**config.mk**
```make
export PLATFORM = sky130hd
export DESIGN_NAME = wdk_top
export DESIGN_NICKNAME = d
export VERILOG_FILES = /design/src/rtl/wdk_pkg.sv /design/src/rtl/wdk_post_slot.sv /design/src/rtl/wdk_prescaler.sv /design/src/rtl/wdk_keyseq.sv /design/src/rtl/wdk_counter.sv /design/src/rtl/wdk_top.sv
export SDC_FILE = /design/constraint.sdc
export NUM_CORES = 1
export LEC_CHECK = 0
export CORE_UTILIZATION = 55
export CTS_CLUSTER_DIAMETER = 200
export DETAILED_ROUTE_END_ITERATION = 12
export PLACE_DENSITY = 0.75
export SKIP_LAST_GASP = 1
export SYNTH_ARGS = -nofsm -noshare
export SYNTH_HDL_FRONTEND = slang
export SYNTH_SLANG_ARGS = --single-unit
export TNS_END_PERCENT = 100
```
**constraint.sdc**
```tcl
create_clock -name clk -period 9.7 [get_ports clk]
set_clock_uncertainty 0.15 [all_clocks]
set_input_delay 2.91 -clock clk [delete_from_list [all_inputs] [get_ports clk]]
set_output_delay 2.91 -clock clk [all_outputs]
set_load 0.01 [all_outputs]
```
**src/rtl/wdk_pkg.sv**
```systemverilog
package wdk_pkg;
  localparam int          ADDR_W  = 3;
  localparam int          DATA_W  = 32;
  localparam logic [2:0]  A_REV   = 3'd0;
  localparam logic [2:0]  A_CTRL  = 3'd1;
  localparam logic [2:0]  A_COUNT = 3'd2;
  localparam logic [2:0]  A_LOAD  = 3'd3;
  localparam logic [2:0]  A_TRIG  = 3'd4;
  localparam logic [2:0]  A_KEY   = 3'd5;
  localparam logic [2:0]  A_PEND  = 3'd6;

  localparam logic [31:0] KEY_RUN_A  = 32'h0000_BBBB;
  localparam logic [31:0] KEY_RUN_B  = 32'h0000_4444;
  localparam logic [31:0] KEY_HALT_A = 32'h0000_AAAA;
  localparam logic [31:0] KEY_HALT_B = 32'h0000_5555;

  typedef enum logic [1:0] {
    KS_IDLE,
    KS_RUN_ARMED,
    KS_HALT_ARMED
  } key_state_e;
endpackage

```
**src/rtl/wdk_post_slot.sv**
```systemverilog
// Posted-write stage: captures a write, holds it for DLY cycles, then
// presents it for one cycle as apply_o.
module wdk_post_slot #(
  parameter int W   = 32,
  parameter int DLY = 4
) (
  input  logic         clk,
  input  logic         rst_n,
  input  logic         wr_i,
  input  logic [W-1:0] data_i,
  output logic         pend_o,
  output logic         apply_o,
  output logic [W-1:0] data_o
);
  localparam int CW = $clog2(DLY + 1);

  logic [CW-1:0] cnt_q, cnt_d;
  logic [W-1:0]  shd_q, shd_d;
  logic          accept;

  assign accept = wr_i && (cnt_q == '0);

  always_comb begin
    cnt_d = cnt_q;
    shd_d = shd_q;
    if (accept) begin
      cnt_d = CW'(DLY);
      shd_d = data_i;
    end else if (cnt_q != '0) begin
      cnt_d = cnt_q - 1'b1;
    end
  end

  always_ff @(posedge clk or negedge rst_n) begin
    if (!rst_n) begin
      cnt_q <= '0;
      shd_q <= '0;
    end else begin
      cnt_q <= cnt_d;
      shd_q <= shd_d;
    end
  end

  assign pend_o  = (cnt_q != '0);
  assign apply_o = (cnt_q == CW'(1));
  assign data_o  = shd_q;


  accept_sets_pend_chk: assert property (@(posedge clk) disable iff (!rst_n)
    (wr_i && !pend_o) |=> pend_o);

  busy_write_dropped_chk: assert property (@(posedge clk) disable iff (!rst_n)
    (wr_i && pend_o) |=> $stable(data_o));
endmodule

```
**src/rtl/wdk_prescaler.sv**
```systemverilog
// Count-enable generator: one tick every 2^exp cycles when enabled.
module wdk_prescaler #(
  parameter int EXP_W = 3
) (
  input  logic             clk,
  input  logic             rst_n,
  input  logic             en_i,
  input  logic [EXP_W-1:0] exp_i,
  input  logic             clr_i,
  output logic             tick_o
);
  localparam int PCW = (1 << EXP_W) - 1;

  logic [PCW-1:0] div_q, div_d;
  logic [PCW:0]   span;
  logic [PCW-1:0] limit;

  always_comb begin
    span        = '0;
    span[exp_i] = 1'b1;
    limit       = span[PCW-1:0] - PCW'(1);
  end

  assign tick_o = !en_i || (div_q == limit);

  always_comb begin
    if (clr_i || tick_o) div_d = '0;
    else                 div_d = div_q + 1'b1;
  end

  always_ff @(posedge clk or negedge rst_n) begin
    if (!rst_n) div_q <= '0;
    else        div_q <= div_d;
  end


  div_in_range_chk: assert property (@(posedge clk) disable iff (!rst_n)
    en_i && $stable(exp_i) && !clr_i |=> (div_q <= limit));
endmodule

```
**src/rtl/wdk_keyseq.sv**
```systemverilog
// Two-word key sequencer controlling the run flag.
module wdk_keyseq
  import wdk_pkg::*;
#(
  parameter int DW = 32
) (
  input  logic          clk,
  input  logic          rst_n,
  input  logic          apply_i,
  input  logic [DW-1:0] word_i,
  output logic          run_o
);
  key_state_e st_q, st_d;
  logic       run_q, run_d;

  always_comb begin
    st_d  = st_q;
    run_d = run_q;
    if (apply_i) begin
      if      (word_i == DW'(KEY_RUN_A))  st_d = KS_RUN_ARMED;
      else if (word_i == DW'(KEY_HALT_A)) st_d = KS_HALT_ARMED;
      else                                st_d = KS_IDLE;
      if (st_q == KS_RUN_ARMED && word_i == DW'(KEY_RUN_B)) begin
        run_d = 1'b1;
        st_d  = KS_IDLE;
      end
      if (st_q == KS_HALT_ARMED && word_i == DW'(KEY_HALT_B)) begin
        run_d = 1'b0;
        st_d  = KS_IDLE;
      end
    end
  end

  always_ff @(posedge clk or negedge rst_n) begin
    if (!rst_n) begin
      st_q  <= KS_IDLE;
      run_q <= 1'b1;
    end else begin
      st_q  <= st_d;
      run_q <= run_d;
    end
  end

  assign run_o = run_q;


  start_pair_chk: assert property (@(posedge clk) disable iff (!rst_n)
    (apply_i && st_q == KS_RUN_ARMED && word_i == DW'(KEY_RUN_B)) |=> run_o);

  stop_pair_chk: assert property (@(posedge clk) disable iff (!rst_n)
    (apply_i && st_q == KS_HALT_ARMED && word_i == DW'(KEY_HALT_B)) |=> !run_o);

  no_apply_keeps_run_chk: assert property (@(posedge clk) disable iff (!rst_n)
    !apply_i |=> $stable(run_o));
endmodule

```
**src/rtl/wdk_counter.sv**
```systemverilog
// Up-counter with reload, overflow detection and reset pulse stretcher.
module wdk_counter #(
  parameter int CW   = 32,
  parameter int RSTC = 8
) (
  input  logic          clk,
  input  logic          rst_n,
  input  logic          tick_i,
  input  logic          run_i,
  input  logic          reload_i,
  input  logic [CW-1:0] load_i,
  input  logic [CW-1:0] init_i,
  output logic [CW-1:0] cnt_o,
  output logic          rst_o
);
  localparam int PW = $clog2(RSTC + 1);

  logic [CW-1:0] cnt_q, cnt_d;
  logic [PW-1:0] pul_q, pul_d;
  logic          wrap;

  assign wrap = run_i && tick_i && (cnt_q == '1) && !reload_i;

  always_comb begin
    cnt_d = cnt_q;
    if (reload_i || wrap)      cnt_d = load_i;
    else if (run_i && tick_i)  cnt_d = cnt_q + 1'b1;
  end

  always_comb begin
    if (wrap)              pul_d = PW'(RSTC);
    else if (pul_q != '0)  pul_d = pul_q - 1'b1;
    else                   pul_d = pul_q;
  end

  always_ff @(posedge clk or negedge rst_n) begin
    if (!rst_n) begin
      cnt_q <= init_i;
      pul_q <= '0;
    end else begin
      cnt_q <= cnt_d;
      pul_q <= pul_d;
    end
  end

  assign cnt_o = cnt_q;
  assign rst_o = (pul_q != '0);


  pulse_after_wrap_chk: assert property (@(posedge clk) disable iff (!rst_n)
    $rose(rst_o) |-> ($past(cnt_q) == '1));

  halted_holds_chk: assert property (@(posedge clk) disable iff (!rst_n)
    (!run_i && !reload_i) |=> $stable(cnt_q));

  reload_takes_load_chk: assert property (@(posedge clk) disable iff (!rst_n)
    reload_i |=> (cnt_q == $past(load_i)));
endmodule

```
**src/rtl/wdk_top.sv**
```systemverilog
module wdk_top
  import wdk_pkg::*;
#(
  parameter int          SYNC_DLY  = 4,
  parameter int          RST_CYCLES = 8,
  parameter int          EXP_W     = 3,
  parameter logic [7:0]  REV_CODE  = 8'h3A,
  parameter logic [31:0] LOAD_INIT = 32'hFFFF_8000
) (
  input  logic        clk,
  input  logic        rst_n,
  input  logic        reg_we,
  input  logic [2:0]  reg_addr,
  input  logic [31:0] reg_wdata,
  output logic [31:0] reg_rdata,
  output logic        wdt_rst
);
  localparam int CTRL_W = EXP_W + 3;
  localparam int EN_BIT = EXP_W + 2;

  // reset: asynchronous assert, synchronous release
  logic rsync_q1, rsync_q2, rn;
  always_ff @(posedge clk or negedge rst_n) begin
    if (!rst_n) begin
      rsync_q1 <= 1'b0;
      rsync_q2 <= 1'b0;
    end else begin
      rsync_q1 <= 1'b1;
      rsync_q2 <= rsync_q1;
    end
  end
  assign rn = rsync_q2;

  logic wr_ctrl, wr_load, wr_trig, wr_key;
  assign wr_ctrl = reg_we && (reg_addr == A_CTRL);
  assign wr_load = reg_we && (reg_addr == A_LOAD);
  assign wr_trig = reg_we && (reg_addr == A_TRIG);
  assign wr_key  = reg_we && (reg_addr == A_KEY);

  logic              p_ctrl, p_load, p_trig, p_key;
  logic              a_ctrl, a_load, a_trig, a_key;
  logic [CTRL_W-1:0] s_ctrl;
  logic [31:0]       s_load, s_trig, s_key;

  wdk_post_slot #(.W(CTRL_W), .DLY(SYNC_DLY)) u_ps_ctrl (
    .clk(clk), .rst_n(rn), .wr_i(wr_ctrl), .data_i(reg_wdata[CTRL_W-1:0]),
    .pend_o(p_ctrl), .apply_o(a_ctrl), .data_o(s_ctrl));
  wdk_post_slot #(.W(32), .DLY(SYNC_DLY)) u_ps_load (
    .clk(clk), .rst_n(rn), .wr_i(wr_load), .data_i(reg_wdata),
    .pend_o(p_load), .apply_o(a_load), .data_o(s_load));
  wdk_post_slot #(.W(32), .DLY(SYNC_DLY)) u_ps_trig (
    .clk(clk), .rst_n(rn), .wr_i(wr_trig), .data_i(reg_wdata),
    .pend_o(p_trig), .apply_o(a_trig), .data_o(s_trig));
  wdk_post_slot #(.W(32), .DLY(SYNC_DLY)) u_ps_key (
    .clk(clk), .rst_n(rn), .wr_i(wr_key), .data_i(reg_wdata),
    .pend_o(p_key), .apply_o(a_key), .data_o(s_key));

  // applied registers
  logic [CTRL_W-1:0] ctrl_q, ctrl_d;
  logic [31:0]       load_q, load_d, trig_q, trig_d;
  logic              reload;

  assign reload = a_trig && (s_trig != trig_q);

  always_comb begin
    ctrl_d = a_ctrl ? s_ctrl : ctrl_q;
    load_d = a_load ? s_load : load_q;
    trig_d = a_trig ? s_trig : trig_q;
  end

  always_ff @(posedge clk or negedge rn) begin
    if (!rn) begin
      ctrl_q <= '0;
      load_q <= LOAD_INIT;
      trig_q <= '0;
    end else begin
      ctrl_q <= ctrl_d;
      load_q <= load_d;
      trig_q <= trig_d;
    end
  end

  logic run, tick;
  logic [31:0] cnt;

  wdk_keyseq #(.DW(32)) u_keys (
    .clk(clk), .rst_n(rn), .apply_i(a_key), .word_i(s_key), .run_o(run));

  wdk_prescaler #(.EXP_W(EXP_W)) u_psc (
    .clk(clk), .rst_n(rn), .en_i(ctrl_q[EN_BIT]), .exp_i(ctrl_q[EN_BIT-1:2]),
    .clr_i(reload), .tick_o(tick));

  wdk_counter #(.CW(32), .RSTC(RST_CYCLES)) u_cnt (
    .clk(clk), .rst_n(rn), .tick_i(tick), .run_i(run), .reload_i(reload),
    .load_i(load_q), .init_i(LOAD_INIT), .cnt_o(cnt), .rst_o(wdt_rst));

  always_comb begin
    reg_rdata = '0;
    unique case (reg_addr)
      A_REV:   reg_rdata = {24'h0, REV_CODE};
      A_CTRL:  reg_rdata = 32'(ctrl_q);
      A_COUNT: reg_rdata = cnt;
      A_LOAD:  reg_rdata = load_q;
      A_TRIG:  reg_rdata = trig_q;
      A_PEND:  reg_rdata = {27'h0, p_key, p_trig, p_load, 1'b0, p_ctrl};
      default: reg_rdata = '0;
    endcase
  end


  same_trigger_no_reload_chk: assert property (@(posedge clk) disable iff (!rn)
    (a_trig && s_trig == trig_q) |-> !reload);

  pend_only_from_write_chk: assert property (@(posedge clk) disable iff (!rn)
    (!wr_load && !p_load) |=> !p_load);
endmodule

```
==> flow_metrics.tcl, run 1 <==
set metrics [dict create \
    cts_resized 0 \
    drt-total-wl_um 28700 \
    grt_max_degree 73 \
    yosys_register_bits 232 \
    pre_cts_ws_ns 1.09 \
    placed_cells 1299 \
    clock_latency_ns 0.54 \
    final-setup-viol-count 0 \
    worst_pin_slew_ns 1.12 \
    async_flop_share_pct 100 \
    clk_pin_slew_worst_paths_ns 0.06 \
    crit_path_max_fanout 28 \
    slowest_stage "clkdlybuf4s50_1" \
    clockBufferDepth 3 \
    pin_count 71 \
    synth_top_area_share_pct 43.4 \
    yosys_warnings 0 \
    ys_types 65 \
    die_y_um 146 \
    drtIter0Drc 766 \
    crit_path_cell_trace "clkdlybuf4s50_1, nand2b_1, o21ai_0, clkdlybuf4s50_1" \
    hold_path.class "reg2async" \
    initial_core_util_pct 56.2 \
    synthCells 1001 \
    ys.flop_type "dfrtp_1" \
    hold_viol 0 \
    arrival_ns 5.62 \
    vias 8229 \
    cts_hold_buf 0 \
    slew-limit-headroom_pct 25.7 \
    grt_pass1_wl_um 46400 \
    cap_violations 0 \
    design_area_um2 13100 \
    tns_ns 0 \
    dpl_cell_area_um2 12300 \
    rows 52 \
    antenna_found_initial 0 \
    post-dp-hpwl_um 19700 \
    synth_nets 1055 \
    rsz0062_at_grt "no" \
    fin_nets 1110 \
    final_util_pct 64.8 \
    core-area_um2 20200 \
    p_leak_nw 5.64 \
    syn_area_per_cell_um2 11.4 \
    worst_slack_ns 1.02 \
    synth_seq_area_share_pct 51.5 \
    gp_congestion 0.905 \
    drive_gt1_share_pct 25.2 \
    dr.pass1.iters 5 \
    globalRouteOverflowTotal 0 \
    grt_pass1_vias 8170 \
    cts_root_buf "clkbuf_16" \
    cts_tree "yes" \
    dieArea_um2 21200 \
    worst_path_most_repeated_cell "clkdlybuf4s50_1" \
    synthTopCellsByArea "dfrtp_1 (43%), mux2_2 (16%), dfstp_2 (8.1%)" \
    layoutNonFillerInstCount 1345 \
    area_growth_syn_to_layout_pct 15.5 \
    antennaDiodeCount 0 \
    cp-start-kind "input port" \
    vias_per_cell 6.12 \
    wl_per_cell_um 21.3 \
    status "finished clean" \
    grt_use_total_pct 28.2 \
    cts_made_buffers 25 \
    power_density_nw_per_um2 312 \
    fmax_mhz 115 \
    layout_min_cycle_time_ns 8.68 \
    crit_type "in2out" \
    final_common_cell "dfrtp_1" \
    drcViolationCount 0 \
    postCtsSetupBuffers 0 \
    cp_data_required_time_ns 6.64 \
    slew_violations 0 \
    synth_area_um2 11400 \
    yosysTopAreaCell "dfrtp_1" \
    cts_sinks 232 \
    vdd_ir_drop_max_mv 0.184 \
    die_x_um 146 \
    min_period_over_period_pct 89.5 \
    synth_edf_count 0 \
    most-common-layout-cells "dfrtp_1 (196), mux2_2 (166), nand2_1 (71)" \
    critPathMaxStageDelay_ns 0.82 \
    ant_nets 0 \
    io_buffers 70 \
    htreeDepth 1 \
    cp-end-kind "primary output" \
]
==> flip-flops by register name (all words and copies together) (netlist names), 2 cells and up <==
signal            flops
load_q               32
trig_q               32
u_cnt.cnt_o          32
u_ps_key.data_o      32
u_ps_load.data_o     32
u_ps_trig.data_o     32
u_psc.div_q           7
ctrl_q                6
u_ps_ctrl.data_o      6
u_cnt.pul_q           4
u_ps_ctrl.cnt_q       3
u_ps_key.cnt_q        3
u_ps_load.cnt_q       3
u_ps_trig.cnt_q       3
u_keys.st_q           2
==> worst paths after layout <==
| kind | start | cells past startpoint | slack (ns) | endpoint |
|---|---|---|---|---|
| min reg2reg | rn | 0 | 0.15 | u_ps_key.data_o[0] |
| min in group clk | rsync_q1 | 0 | 0.20 | rn |
| max | reg_addr[1] | 4 | 1.02 | reg_rdata[10] |
| max in group asynchronous | rst_n | 1 | 6.88 | rn |
| max reg2reg | ctrl_q[3] | 8 | 5.49 | u_cnt.cnt_o[12] |
| min | rn | 0 | 0.15 | u_ps_key.data_o[0] |
==> Yosys cell counts, types with 3 or more instances <==
cell	instances
dfrtp_1	197
mux2_2	166
nand2_1	71
nor2_1	57
o21ai_0	57
clkbuf_1	39
xnor2_1	39
dfstp_2	35
inv_1	33
mux2i_1	33
a21oi_1	31
nand3_1	31
a211oi_1	19
ha_1	16
nand4_1	16
nor3_1	15
o22ai_1	11
nor4_1	10
and3_1	8
nand2b_1	7
nor2b_1	7
a311oi_1	6
buf_1	6
o32ai_1	6
nor3b_1	5
or3_1	5
and2_1	4
and4_1	4
buf_4	4
or4_1	4
a211o_1	3
a31oi_1	3
buf_2	3
or2_2	3
xor2_1	3
==> metal layers <==
metal,global-route usage (%),wire (µm),vias to the layer above
met3,4.17,1720,65
met1,38.9,12100,4123
met5,0,0,-
met2,45.0,13700,305
met4,11.9,1280,0
li1,-,-,3736
==> metrics by stage <==
stage	power [mW]	hold slack, ns
2_1_floorplan	2.64	0.181
3_3_place_gp	3.03	0.164
3_5_place_dp	3.10	0.163
4_1_cts	4.10	0.166
5_1_grt	4.32	0.194
6_report	4.09	0.147
==> worst max-delay path, delay by kind of cell <==
family / cells / cell delay, ns
buffers and inverters: 2 / 1.44
and+or+nand+nor: 1 / 0.66
AOI/OAI and AO/OA: 1 / 0.60
==> logic make-up after synthesis <==
kind of cell / share of synthesized area [%]
AOI/OAI and AO/OA: 9.49
xor gates and xnor gates: 3.24
adders and majority gates: 1.76
buffers and inverters: 3.07
DFF: 51.5
muxes: 19.4
other: 0.0330
and+or+nand+nor: 11.6
==> area by class of cell <==
| cell class | instances | area [µm²] |
|---|---|---|
| Fill cell | 1538 | 7110 |
| Sequential cell | 232 | 5850 |
| Multi-Input combinational cell | 683 | 5180 |
| Timing Repair Buffer | 81 | 778 |
| Clock buffer | 39 | 738 |
| Tap cell | 270 | 338 |
| Inverter | 33 | 124 |
| Clock inverter | 7 | 106 |
==> power by group <==
part | switching, mW | internal [mW]
registers | 0.391 | 1.41
logic | 0.646 | 0.667
clock network | 0.395 | 0.579
total | 1.43 | 2.66
No activity file was read; power rests on OpenSTA's default activity.
==> run 2: changes to the inputs <==
PLACE_DENSITY = 0.71   (was 0.75)
==> run 2 against run 1 <==
Against the previous run:
- die area did not move
- largest power group unchanged
- combinational power barely moved
- sequential power barely moved
- total power fell by 2.2%
- fmax rose by 1.2%
- largest cell class unchanged
==> flow_metrics.tcl, run 2 (synthesis results as in run 1) <==
set metrics [dict create \
    crit_type "in2out" \
    comb_power_share_pct 32.3 \
    dpl_cell_area_um2 12300 \
    cp_data_required_time_ns 6.64 \
    design_area_um2 13000 \
    critPathMaxStageDelay_ns 0.81 \
    status "finished clean" \
    drtIter0Drc 661 \
    drcViolationCount 0 \
    worst_path_most_repeated_cell "clkdlybuf4s50_1" \
    cts_hold_buf 0 \
    crit_path_max_fanout 28 \
    final_common_cell "dfrtp_1" \
    seqPwrFrac_pct 45.1 \
    cts_tree "yes" \
    grt_use_total_pct 27.4 \
    slowest_stage "clkdlybuf4s50_1" \
    dieArea_um2 21200 \
    cp-start-kind "input port" \
    clock_power_share_pct 22.6 \
    vdd_ir_drop_max_mv 0.177 \
    fmax_mhz 117 \
    rsz0062_at_grt "no" \
    p_leak_nw 5.60 \
    gp_congestion 0.874 \
    cp-end-kind "primary output" \
    io_buffers 70 \
    postCtsSetupBuffers 0 \
    tns_ns 0 \
    cts_root_buf "clkbuf_16" \
    cts_made_buffers 25 \
    crit_path_cell_trace "clkdlybuf4s50_1, nand2b_1, o21ai_0, clkdlybuf4s50_1" \
    antennaDiodeCount 0 \
    layout_min_cycle_time_ns 8.58 \
    wl_per_cell_um 21.0 \
    power_density_nw_per_um2 307 \
    sw_frac_of_total_pct 35.0 \
    initial_core_util_pct 56.2 \
    die_y_um 146 \
    grt_pass1_wl_um 45000 \
    ant_nets 0 \
    grt_pass1_vias 7964 \
    most-common-layout-cells "dfrtp_1 (196), mux2_2 (166), nand2_1 (71)" \
    vias_per_cell 6.08 \
    p_int_mw 2.60 \
    drive_gt1_share_pct 25.1 \
    power.switching_mw 1.40 \
    final-setup-viol-count 0 \
    htreeDepth 1 \
    min_period_over_period_pct 88.4 \
    critPathBufInv 2 \
    slew-limit-headroom_pct 22.9 \
    worst_pin_slew_ns 1.16 \
    cts_resized 0 \
    cts_sinks 232 \
    pin_count 71 \
    hold_path.class "reg2async" \
    path_delay_family "buffers and inverters" \
    slew_violations 0 \
    drt-total-wl_um 28200 \
    antenna_found_initial 0 \
    clk_pin_slew_worst_paths_ns 0.06 \
    globalRouteOverflowTotal 0 \
    area_growth_syn_to_layout_pct 14.8 \
    clock_latency_ns 0.52 \
    vias 8159 \
    arrival_ns 5.52 \
    rows 52 \
    dr.pass1.iters 5 \
    p_total_mw 4.00 \
    clockBufferDepth 3 \
    post-dp-hpwl_um 19500 \
    cap_violations 0 \
    grt_max_degree 192 \
    hold_viol 0 \
    final_util_pct 64.5 \
    holdWs_ns 0.166 \
    fin_nets 1108 \
    core-area_um2 20200 \
    die_x_um 146 \
]
-- run 2: cell types whose count changed in the layout (fill, tap and decap cells not counted), sizes merged --
| cell | before | now |
|---|---|---|
| clkinv | 3 | 8 |
| clkbuf | 39 | 35 |
| buf | 12 | 10 |
| bufinv | 2 | 1 |
| inv | 34 | 33 |
-- run 2: cell type report --
cell class	instances	area, µm²
Fill cell	1595	7190
Inverter	33	124
Tap cell	270	338
Clock buffer	35	693
Multi-Input combinational cell	683	5180
Clock inverter	10	77.6
Timing Repair Buffer	79	776
Sequential cell	232	5850
-- run 2: worst register-to-register path: cells and delay by family, from the launching register on --
| kind | cells | cell delay, ns |
|---|---|---|
| adders and majority gates | 1 | 0.29 |
| DFF | 1 | 0.49 |
| and+or+nand+nor | 2 | 1.42 |
| AOI/OAI and AO/OA | 5 | 1.61 |
-- run 2: routing by layer --
| layer | track usage (%) | share of wire [%] | up-vias |
|---|---|---|---|
| met1 | 40.2 | 46 | 4154 |
| met5 | 0 | 0 | - |
| met2 | 42.2 | 46 | 218 |
| met3 | 3.45 | 4.5 | 57 |
| met4 | 9.26 | 3.1 | 0 |
| li1 | - | - | 3730 |
-- run 2: final timing paths --
kind                                 endpoint  cells after the start   startpoint  slack, ns
hold / removal             u_ps_ctrl.cnt_q[1]                      0           rn       0.17
max in group asynchronous                  rn                      1        rst_n       6.86
hold reg to reg            u_ps_ctrl.cnt_q[1]                      0           rn       0.17
setup / recovery                reg_rdata[10]                      4  reg_addr[1]       1.12
setup reg to reg              u_cnt.cnt_o[12]                      8    ctrl_q[3]       5.65
min in group clk                           rn                      0     rsync_q1       0.21
-- run 2: power by group through the flow --
| stage | Sequential, mW | Clock, mW | Combinational, mW |
|---|---|---|---|
| after floorplan | 1.66 | 0 | 0.980 |
| after global placement | 1.79 | 0 | 1.25 |
| after detailed placement | 1.80 | 0 | 1.29 |
| after CTS | 1.79 | 0.919 | 1.30 |
| after global routing | 1.86 | 0.958 | 1.42 |
| final | 1.81 | 0.904 | 1.29 |
-- run 2: metrics by stage --
| step | instances | setup WS [ns] |
|---|---|---|
| after CTS | 1342 | 1.16 |
| final | 1342 | 1.12 |
| after global routing | 1342 | 0.975 |
| after global placement | 1297 | 1.12 |
| after detailed placement | 1297 | 1.17 |
| after floorplan | 1001 | 2.32 |
